File: src/rtl/hdx_tx_pkg.sv
package hdx_tx_pkg;

    typedef enum logic [1:0] {
        ST_IDLE    = 2'd0,
        ST_XMIT    = 2'd1,
        ST_BACKOFF = 2'd2
    } seq_state_t;

    typedef struct packed {
        logic no_carrier;
        logic loss_carrier;
        logic excess_col;
    } frame_status_t;

    localparam int GAP_W = 5;

    // Gap in 4-bit ticks: 24 minus two per code step, floor of 16 when half duplex
    function automatic logic [GAP_W-1:0] gap_ticks(input logic [2:0] code,
                                                   input logic full_dup);
        logic [GAP_W-1:0] g;
        g = GAP_W'(24) - {1'b0, code, 1'b0};
        if (!full_dup && g < GAP_W'(16))
            g = GAP_W'(16);
        return g;
    endfunction

endpackage

File: src/rtl/hdx_tick_gen.sv
module hdx_tick_gen #(
    parameter int SLOW_DIV = 10
) (
    input  logic clk,
    input  logic rst,
    input  logic speed_fast,
    output logic tick
);
    localparam int CW = (SLOW_DIV > 1) ? $clog2(SLOW_DIV) : 1;

    logic [CW-1:0] div_cnt;

    always_ff @(posedge clk) begin
        if (rst || speed_fast || div_cnt == CW'(SLOW_DIV - 1))
            div_cnt <= '0;
        else
            div_cnt <= div_cnt + 1'b1;
    end

    assign tick = speed_fast || (div_cnt == '0);
endmodule

File: src/rtl/hdx_gap_timer.sv
module hdx_gap_timer
    import hdx_tx_pkg::*;
(
    input  logic       clk,
    input  logic       rst,
    input  logic       tick,
    input  logic       load,
    input  logic [2:0] code,
    input  logic       full_dup,
    output logic       elapsed
);
    logic [GAP_W-1:0] remain;

    always_ff @(posedge clk) begin
        if (rst)
            remain <= '0;
        else if (load)
            remain <= gap_ticks(code, full_dup) - 1'b1;
        else if (tick && remain != '0)
            remain <= remain - 1'b1;
    end

    assign elapsed = (remain == '0);
endmodule

File: src/rtl/hdx_backoff.sv
module hdx_backoff #(
    parameter int            ATT_W      = 5,
    parameter int            CAP        = 10,
    parameter int            SLOT_TICKS = 128,
    parameter logic [15:0]   SEED       = 16'hACE1
) (
    input  logic             clk,
    input  logic             rst,
    input  logic             tick,
    input  logic             load,
    input  logic [ATT_W-1:0] attempt,
    output logic             expired
);
    localparam int BO_W = CAP + $clog2(SLOT_TICKS) + 1;

    logic [15:0]      lfsr;
    logic [BO_W-1:0]  wait_cnt;
    logic [ATT_W-1:0] expo;
    logic [CAP-1:0]   range_mask;
    logic [CAP-1:0]   slots;

    always_ff @(posedge clk) begin
        if (rst)
            lfsr <= SEED;
        else
            lfsr <= {lfsr[14:0], lfsr[15] ^ lfsr[13] ^ lfsr[12] ^ lfsr[10]};
    end

    always_comb begin
        expo       = (attempt > ATT_W'(CAP)) ? ATT_W'(CAP) : attempt;
        range_mask = ~({CAP{1'b1}} << expo);
        slots      = lfsr[CAP-1:0] & range_mask;
    end

    always_ff @(posedge clk) begin
        if (rst)
            wait_cnt <= '0;
        else if (load)
            wait_cnt <= BO_W'(slots) * BO_W'(SLOT_TICKS);
        else if (tick && wait_cnt != '0)
            wait_cnt <= wait_cnt - 1'b1;
    end

    assign expired = (wait_cnt == '0);
endmodule

File: src/rtl/hdx_tx_sequencer.sv
module hdx_tx_sequencer
    import hdx_tx_pkg::*;
#(
    parameter int          LEN_W         = 12,
    parameter int          SLOW_DIV      = 10,
    parameter int          SLOT_TICKS    = 128,
    parameter int          ATTEMPT_LIMIT = 16,
    parameter int          BACKOFF_CAP   = 10,
    parameter logic [15:0] LFSR_SEED     = 16'hACE1
) (
    input  logic             clk,
    input  logic             rst,
    input  logic             speed_fast,
    input  logic [2:0]       cfg_gap,
    input  logic             cfg_full_duplex,
    input  logic             cfg_crs_ignore,
    input  logic             cfg_no_retry,
    input  logic             cfg_rx_own_block,
    input  logic             frame_req,
    input  logic [LEN_W-1:0] frame_len,
    input  logic             crs,
    input  logic             col,
    output logic             tx_en,
    output logic             rx_block,
    output logic             frame_done,
    output logic             st_no_carrier,
    output logic             st_loss_carrier,
    output logic             st_excess_col
);
    localparam int ATT_W = $clog2(ATTEMPT_LIMIT + 1);

    seq_state_t       state;
    logic [LEN_W-1:0] nib_left;
    logic [ATT_W-1:0] attempts;
    logic             crs_seen;
    frame_status_t    status;
    logic             done_q;

    logic             tick, gap_ok, bo_expired;
    logic             half_dup, xmit_tick;
    logic             col_hit, carrier_lost, last_nib, give_up;
    logic             xmit_end, bo_load;
    logic [ATT_W-1:0] att_next;

    assign half_dup = !cfg_full_duplex;

    hdx_tick_gen #(.SLOW_DIV(SLOW_DIV)) u_tick (
        .clk(clk), .rst(rst), .speed_fast(speed_fast), .tick(tick)
    );

    always_comb begin
        xmit_tick    = tick && (state == ST_XMIT);
        col_hit      = half_dup && col;
        carrier_lost = half_dup && !cfg_crs_ignore && crs_seen && !crs;
        last_nib     = (nib_left == '0);
        att_next     = attempts + 1'b1;
        give_up      = cfg_no_retry || (att_next == ATT_W'(ATTEMPT_LIMIT));
        xmit_end     = xmit_tick && (col_hit || carrier_lost || last_nib);
        bo_load      = xmit_tick && col_hit && !give_up;
    end

    hdx_gap_timer u_gap (
        .clk(clk), .rst(rst), .tick(tick), .load(xmit_end),
        .code(cfg_gap), .full_dup(cfg_full_duplex), .elapsed(gap_ok)
    );

    hdx_backoff #(
        .ATT_W(ATT_W), .CAP(BACKOFF_CAP),
        .SLOT_TICKS(SLOT_TICKS), .SEED(LFSR_SEED)
    ) u_backoff (
        .clk(clk), .rst(rst), .tick(tick), .load(bo_load),
        .attempt(att_next), .expired(bo_expired)
    );

    always_ff @(posedge clk) begin
        if (rst) begin
            state    <= ST_IDLE;
            nib_left <= '0;
            attempts <= '0;
            crs_seen <= 1'b0;
            status   <= '0;
            done_q   <= 1'b0;
        end else begin
            status <= '0;
            done_q <= 1'b0;
            if (tick) begin
                unique case (state)
                    ST_IDLE: begin
                        if (gap_ok && frame_req && !(half_dup && crs)) begin
                            state    <= ST_XMIT;
                            nib_left <= frame_len - 1'b1;
                            crs_seen <= 1'b0;
                        end
                    end
                    ST_XMIT: begin
                        if (col_hit) begin
                            if (give_up) begin
                                state             <= ST_IDLE;
                                attempts          <= '0;
                                done_q            <= 1'b1;
                                status.excess_col <= 1'b1;
                            end else begin
                                state    <= ST_BACKOFF;
                                attempts <= att_next;
                            end
                        end else if (carrier_lost) begin
                            state               <= ST_IDLE;
                            attempts            <= '0;
                            done_q              <= 1'b1;
                            status.loss_carrier <= 1'b1;
                        end else if (last_nib) begin
                            state             <= ST_IDLE;
                            attempts          <= '0;
                            done_q            <= 1'b1;
                            status.no_carrier <= half_dup && !cfg_crs_ignore
                                                 && !crs_seen && !crs;
                        end else begin
                            nib_left <= nib_left - 1'b1;
                            crs_seen <= crs_seen | crs;
                        end
                    end
                    ST_BACKOFF: begin
                        if (bo_expired)
                            state <= ST_IDLE;
                    end
                    default: state <= ST_IDLE;
                endcase
            end
        end
    end

    assign tx_en           = (state == ST_XMIT);
    assign rx_block        = tx_en && half_dup && cfg_rx_own_block;
    assign frame_done      = done_q;
    assign st_no_carrier   = status.no_carrier;
    assign st_loss_carrier = status.loss_carrier;
    assign st_excess_col   = status.excess_col;
endmodule

File: config.mk
export PLATFORM = sky130hd
export DESIGN_NAME = hdx_tx_sequencer
export DESIGN_NICKNAME = d
export VERILOG_FILES = /design/src/rtl/hdx_tx_pkg.sv /design/src/rtl/hdx_tick_gen.sv /design/src/rtl/hdx_gap_timer.sv /design/src/rtl/hdx_backoff.sv /design/src/rtl/hdx_tx_sequencer.sv
export SDC_FILE = /design/constraint.sdc
export NUM_CORES = 1
export LEC_CHECK = 0
export BUFFER_PORTS_ARGS = -buffer_cell sky130_fd_sc_hd__buf_2
export CAP_MARGIN = 20
export CORE_MARGIN = 5
export CORE_UTILIZATION = 40
export CTS_CLUSTER_SIZE = 25
export DETAILED_ROUTE_END_ITERATION = 8
export SYNTH_ARGS = -nofsm -noshare
export SYNTH_HDL_FRONTEND = slang
export SYNTH_SLANG_ARGS = --single-unit
File: constraint.sdc
create_clock -name clk -period 6.1 [get_ports clk]
set_clock_uncertainty 0.1 [all_clocks]
set_input_delay 0.61 -clock clk [delete_from_list [all_inputs] [get_ports clk]]
set_output_delay 0.61 -clock clk [all_outputs]
set_load 0.03 [all_outputs]
# After elaboration in Yosys (flattened, before gate mapping)
# Cells that the tools add are included.
[word_totals]
regBits = 67
input_bits = 25
out_inout_bits = 6
wordCells = 127
[classes]
add_sub_neg = 8
n_lt_le_gt_ge = 2
eq_ne = 10
shifts = 1
n_mux = 34
n_bitwise = 10
reduce_logical = 49
[ops]
columns = ["cell", "n"]
rows = [
  ["5-bit 2-to-1 mux", 10],
  ["12-bit 2-to-1 mux", 4],
  ["17-bit 2-to-1 mux", 2],
  ["12-bit case mux with 2 select lines", 1],
  ["12-bit by 1-bit subtractor with 12-bit output (second input constant)", 2],
  ["1-bit logical AND", 18],
  ["18-bit logical NOT", 1],
  ["18-bit nonzero test", 1],
  ["18-bit by 1-bit subtractor with 18-bit output (second input constant)", 1],
  ["12-bit logical NOT", 1],
  ["2-bit 2-to-1 mux", 6],
  ["10-bit bitwise AND", 1],
  ["2-bit inequality test (second input constant)", 5],
  ["10-bit NOT", 1],
  ["10-bit by 5-bit << shifter with 10-bit output (first input constant)", 1],
  ["5-bit by 1-bit subtractor with 5-bit output (second input constant)", 2],
  ["1-bit 2-to-1 mux", 9],
  ["4-bit OR reduction", 2],
  ["1-bit logical NOT", 6],
  ["1-bit logical OR", 6],
  ["2-bit case mux with 3 select lines", 1],
  ["6-bit AND reduction", 1],
  ["2-bit nonzero test", 3],
  ["6-bit OR reduction", 1],
  ["23 further kinds", 28],
]

# Logic depth before layout (Yosys ltp)
[logic_depth]
ltp_word = 11
ltp_mapped = 14

# Hierarchy
# A second synthesis with hierarchy kept.
[hier_totals]
cells_unflattened = 436
hier_area_um2 = 3706.1
[by_module_without_submodules]
columns = ["mod", "instances", "cells_per_inst", "area_each_um2", "seq_area_each_um2"]
rows = [
  ["hdx_backoff", 1, 164, 1549.0, 680.7],
  ["hdx_tx_sequencer", 1, 192, 1476.4, 480.5],
  ["hdx_gap_timer", 1, 59, 489.2, 100.1],
  ["hdx_tick_gen", 1, 21, 191.4, 80.1],
]

# Worst setup path before layout
# OpenSTA, ideal clock, no wires.
[synth_timing]
kind = "flip-flop to flip-flop"
from = "register state[1]"
to = "register nib_left[8]"
setup_ns = 0.101
t_arrival_ns = 2.654
t_required_ns = 5.899
path_slack_ns = 3.245
stages_incl_launch_ff = 12
synth_period_minus_slack_ns = 2.855
cell_sequence = "dfxtp_1 > nand2b_2 > buf_2 > clkbuf_1 > mux2i_1 > ha_1 > nand2b_1 > or4_1 > a211oi_1 > xor2_1 > nor2_1 > o41ai_1"
[synth_between]
elab_chain_cells = 3
[synth_rtl]
columns = ["element", "line", "rtl"]
rows = [
  ["from (decl)", "hdx_tx_sequencer.sv:32", "seq_state_t state;"],
  ["from (signal assigned)", "hdx_tx_sequencer.sv:77", "state <= ST_IDLE;"],
  ["from (signal assigned)", "hdx_tx_sequencer.sv:90", "state <= ST_XMIT;"],
  ["from (signal assigned)", "hdx_tx_sequencer.sv:98", "state <= ST_IDLE;"],
  ["2-bit by 1-bit == test with 1-bit output / 2-bit logical NOT (equally long branches)", "hdx_tx_sequencer.sv:87", "unique case (state)"],
  ["2-bit inequality test (no source line) / 2-bit nonzero test (equally long branches)", "--", ""],
  ["6-bit AND reduction (no source line)", "--", ""],
  ["to (signal assigned)", "hdx_tx_sequencer.sv:91", "nib_left <= frame_len - 1'b1;"],
  ["to (signal assigned)", "hdx_tx_sequencer.sv:118", "nib_left <= nib_left - 1'b1;"],
  ["to (decl)", "hdx_tx_sequencer.sv:33", "logic [LEN_W-1:0] nib_left;"],
]
# Parallel ways exist; a longest one is shown, timed or not.
# A chain may end at the register's enable or synchronous reset.

# Worst setup path in the final report
[layout_timing]
from = "register state[0]"
to = "register u_gap.remain[4]"
[layout_between]
elab_chain_cells = 4
[layout_rtl]
columns = ["element", "line", "rtl"]
rows = [
  ["2-bit by 1-bit == test with 1-bit output *", "hdx_tx_sequencer.sv:52", "xmit_tick = tick && (state == ST_XMIT);"],
  ["1-bit logical AND *", "hdx_tx_sequencer.sv:52", ""],
  ["1-bit logical AND *", "hdx_tx_sequencer.sv:58", "xmit_end = xmit_tick && (col_hit || carrier_lost || last_nib);"],
  ["5-bit 2-to-1 mux / 2-bit nonzero test (equally long branches)", "--", ""],
  ["to (signal assigned)", "hdx_gap_timer.sv:18", "remain <= gap_ticks(code, full_dup) - 1'b1;"],
  ["to (signal assigned)", "hdx_gap_timer.sv:20", "remain <= remain - 1'b1;"],
  ["to (decl)", "hdx_gap_timer.sv:12", "logic [GAP_W-1:0] remain;"],
]
# Every way passes the cells marked *; elsewhere a longest branch is shown, timed or not.

==> metrics.md <==
| Metric | Value |
|---|---|
| Status | `completed` |
| Setup TNS Final | `0 ns` |
| CP arrival | `3.80 ns` |
| Slowest CP cell | `inv_1` |
| Worst Setup Start Kind | `register` |
| Worst Hold Class | `reg -> reg` |
| CP dominant cell by count | `inv_1` |
| Fin. Hold Viols | `0` |
| Area of the die | `0.0115 mm²` |
| Setup-failing EPs final | `0` |
| Ant. Diodes | `0` |
| Slew @ Worst Pin | `0.853 ns` |
| CTS tree | `built` |
| Period utilization | `59.5%` |
| Slew Limit Fails | `0` |
| Drt total wl | `8720 µm` |
| Primary FF master, synth | `dfxtp_1` |
| Mapped Cells | `465` |
| GRT Util Overall | `15.8%` |
| Post-synth top area share | `35.4%` |
| Share of synthesized area occupied by flip-flops and latches | `35.4%` |
| Worst path bufs/invs | `2` |
| Worst EP required | `6.27 ns` |
| CP delay by family, top | `compound AO/OA/AOI/OAI gates` |
| Share of cells above drive strength 1 | `13.6%` |
| Power Dens Cells | `416 mW/mm²` |
| Max-Cap Viols | `0` |
| Cell Chain, Critical Path | `nand2b_2 > inv_1 > o21ai_1 > o21bai_1 > a21oi_1 > ha_1 > inv_1 > nor4_1 > xor2_1 > nor2_1 > a211oi_1` |
| Final std cells w/o fill | `621` |
| Kind of critical path | `reg -> reg` |
| Final Worst Setup Slack | `2.47 ns` |
| Post-CTS sizing | `0` |
| Minimum clock period | `3.63 ns` |
| Num CTS Buffers | `9` |
| Setup crit end kind | `register` |
| Syn. warnings | `0` |
| DR vias | `3334` |
| Max rail drop VDD | `0.000293 V` |
| Synthesized area | `0.00379 mm²` |
| Crit Path Max Fanout | `22` |
| Area contributors post-synth | `dfxtp_1 35%, nor2_1 5.8%, xor2_1 4.2%, a21oi_1 3.7%, ha_1 3.6%` |
| HPWL after detailed placement | `6170 µm` |
| Antenna violations before repair | `0` |
| Final GP Congestion | `0.872` |
| Fillers | `894` |
| GR Overflow Total | `0` |
| DR WL/cell | `14.0 µm` |
| Highest clock rate | `0.275 GHz` |
| Pre-antenna DRT Iters | `4` |
| Unrepaired setup endpoints after global routing | `false` |
| Yosys cell types | `66` |
| DR iter-0 viols | `159` |
| Worst-case clock buffer depth | `2` |
| Ys async rst share | `0%` |
| Synth Area per Inst | `8.16 µm²` |
| Std cell rows | `35` |
| Vias in the first global route | `3241` |
| Clock Pin Slew Worst Setup and Hold Paths | `0.07 ns` |
| Antenna Nets Post-Route | `0` |
| Area leader, netlist | `dfxtp_1` |
| Die Span Y | `107 µm` |
| Die width | `107 µm` |
| Setup Slack @ Placement | `2.49 ns` |
| Sink Count | `67` |
| Vias per std cell | `5.37` |
| Skew-Pair Late Insertion Delay | `0.35 ns` |
| Core area | `0.00924 mm²` |
| Initial Utilization | `41.0%` |
| I/O Buffers | `30` |
| Pin count of the biggest net entering global routing | `57` |
| Syn nets | `501` |
| EDFF count, synth | `0` |
| Setup repair bufs after CTS | `0` |
| I/O pins | `31` |
| First-pass GRT wire length | `14900 µm` |
| Area Overhead vs Synth | `12.4%` |
| Cts hold-fix bufs | `0` |
| Drt drc | `0` |
| Rel. slew slack | `43.0%` |
| H-tree levels | `3` |
| Post-Place Cells | `605` |
| Clock root buffer | `clkbuf_8` |
| Leakage power figure | `1.68 nW` |
| Fin nets | `523` |
| Overall power | `1.77 mW` |
| Delay of the slowest critical-path stage | `0.61 ns` |
| Yosys reg bits | `67` |
==> cell families after synthesis <==
logic type / count (synthesis) / share of synthesized area, %
AOI/OAI and AO/OA: 109 / 19.8
xor gates and xnor gates: 29 / 6.70
adders and majority gates: 11 / 3.63
muxes: 10 / 2.64
and+or+nand+nor: 200 / 27.7
DFF: 67 / 35.4
buffers and inverters: 39 / 4.16
==> worst paths after layout <==
check	slack (ns)	start	endpoint	depth (start not counted)
worst min-delay path	0.31	u_backoff.lfsr[14]	u_backoff.lfsr[15]	1
worst max register to register	2.47	state[0]	u_gap.remain[4]	11
worst min register to register	0.31	u_backoff.lfsr[14]	u_backoff.lfsr[15]	1
worst max-delay path	2.47	state[0]	u_gap.remain[4]	11
==> registers in the layout, summed over array words and instances, names as in the netlist <==
name                count
st_loss_carrier         1
u_gap.remain            5
nib_left               12
crs_seen                1
st_no_carrier           1
state                   2
attempts                5
u_backoff.wait_cnt     18
frame_done              1
u_backoff.lfsr         16
st_excess_col           1
u_tick.div_cnt          4
==> cells in the final DEF (no fill, tap or decap), drive strengths merged, types with 4 or more instances in the layout <==
cell type	Yosys	layout
a211oi	13	13
a21oi	28	28
a31oi	10	10
and2	4	4
and3	5	5
buf	10	32
clkbuf	11	11
dfxtp	67	67
ha	11	11
inv	18	19
mux2i	10	10
nand2	34	34
nand2b	8	8
nand3	14	14
nand3b	6	6
nor2	59	59
nor2b	14	14
nor3	12	12
nor3b	5	5
nor4	11	11
o21ai	21	21
or2	9	9
xnor2	11	11
xor2	18	18
==> final cells by class <==
cell class | instances | area (µm²) | share of cell area (%)
Multi-Input combinational cell | 359 | 2290 | 53.8
Clock inverter | 5 | 83.8 | 1.97
Clock buffer | 11 | 151 | 3.55
Tap cell | 129 | 161 | 3.79
Inverter | 18 | 67.6 | 1.58
Timing Repair Buffer | 32 | 165 | 3.87
Sequential cell | 67 | 1340 | 31.5
==> per-stage QoR <==
| stage | util [%] | hold WS (ns) | cell area (µm²) |
|---|---|---|---|
| after floorplan | - | 0.289 | 3790 |
| after global placement | 43.6 | 0.293 | 4030 |
| after detailed placement | 43.6 | 0.302 | 4030 |
| after CTS | 46.1 | 0.317 | 4260 |
| after global routing | 46.1 | 0.336 | 4260 |
| final | 46.1 | 0.314 | 4260 |
==> metal layers <==
| layer | routed length [µm] | up-vias | GRT usage [%] |
|---|---|---|---|
| met1 | 4060 | 1540 | 19.9 |
| met3 | 446 | 12 | 4.14 |
| met5 | 0 | - | 0 |
| met2 | 4080 | 76 | 25.9 |
| li1 | - | 1706 | - |
| met4 | 132 | 0 | 5.86 |
==> Yosys cell counts, drive strengths merged (12+ instances only) <==
| cell | instances |
|---|---|
| inv | 18 |
| o21ai | 21 |
| nand3 | 14 |
| nor3 | 12 |
| dfxtp | 67 |
| xor2 | 18 |
| a21oi | 28 |
| nor2 | 59 |
| nand2 | 34 |
| nor2b | 14 |
| a211oi | 13 |
==> where the power goes <==
group	switching, mW	total (mW)	internal (mW)
registers	0.0798	0.610	0.530
clock network	0.180	0.434	0.254
logic	0.426	0.731	0.305
total	0.686	1.77	1.09
Note: power is estimated with default switching activity, not from simulation.
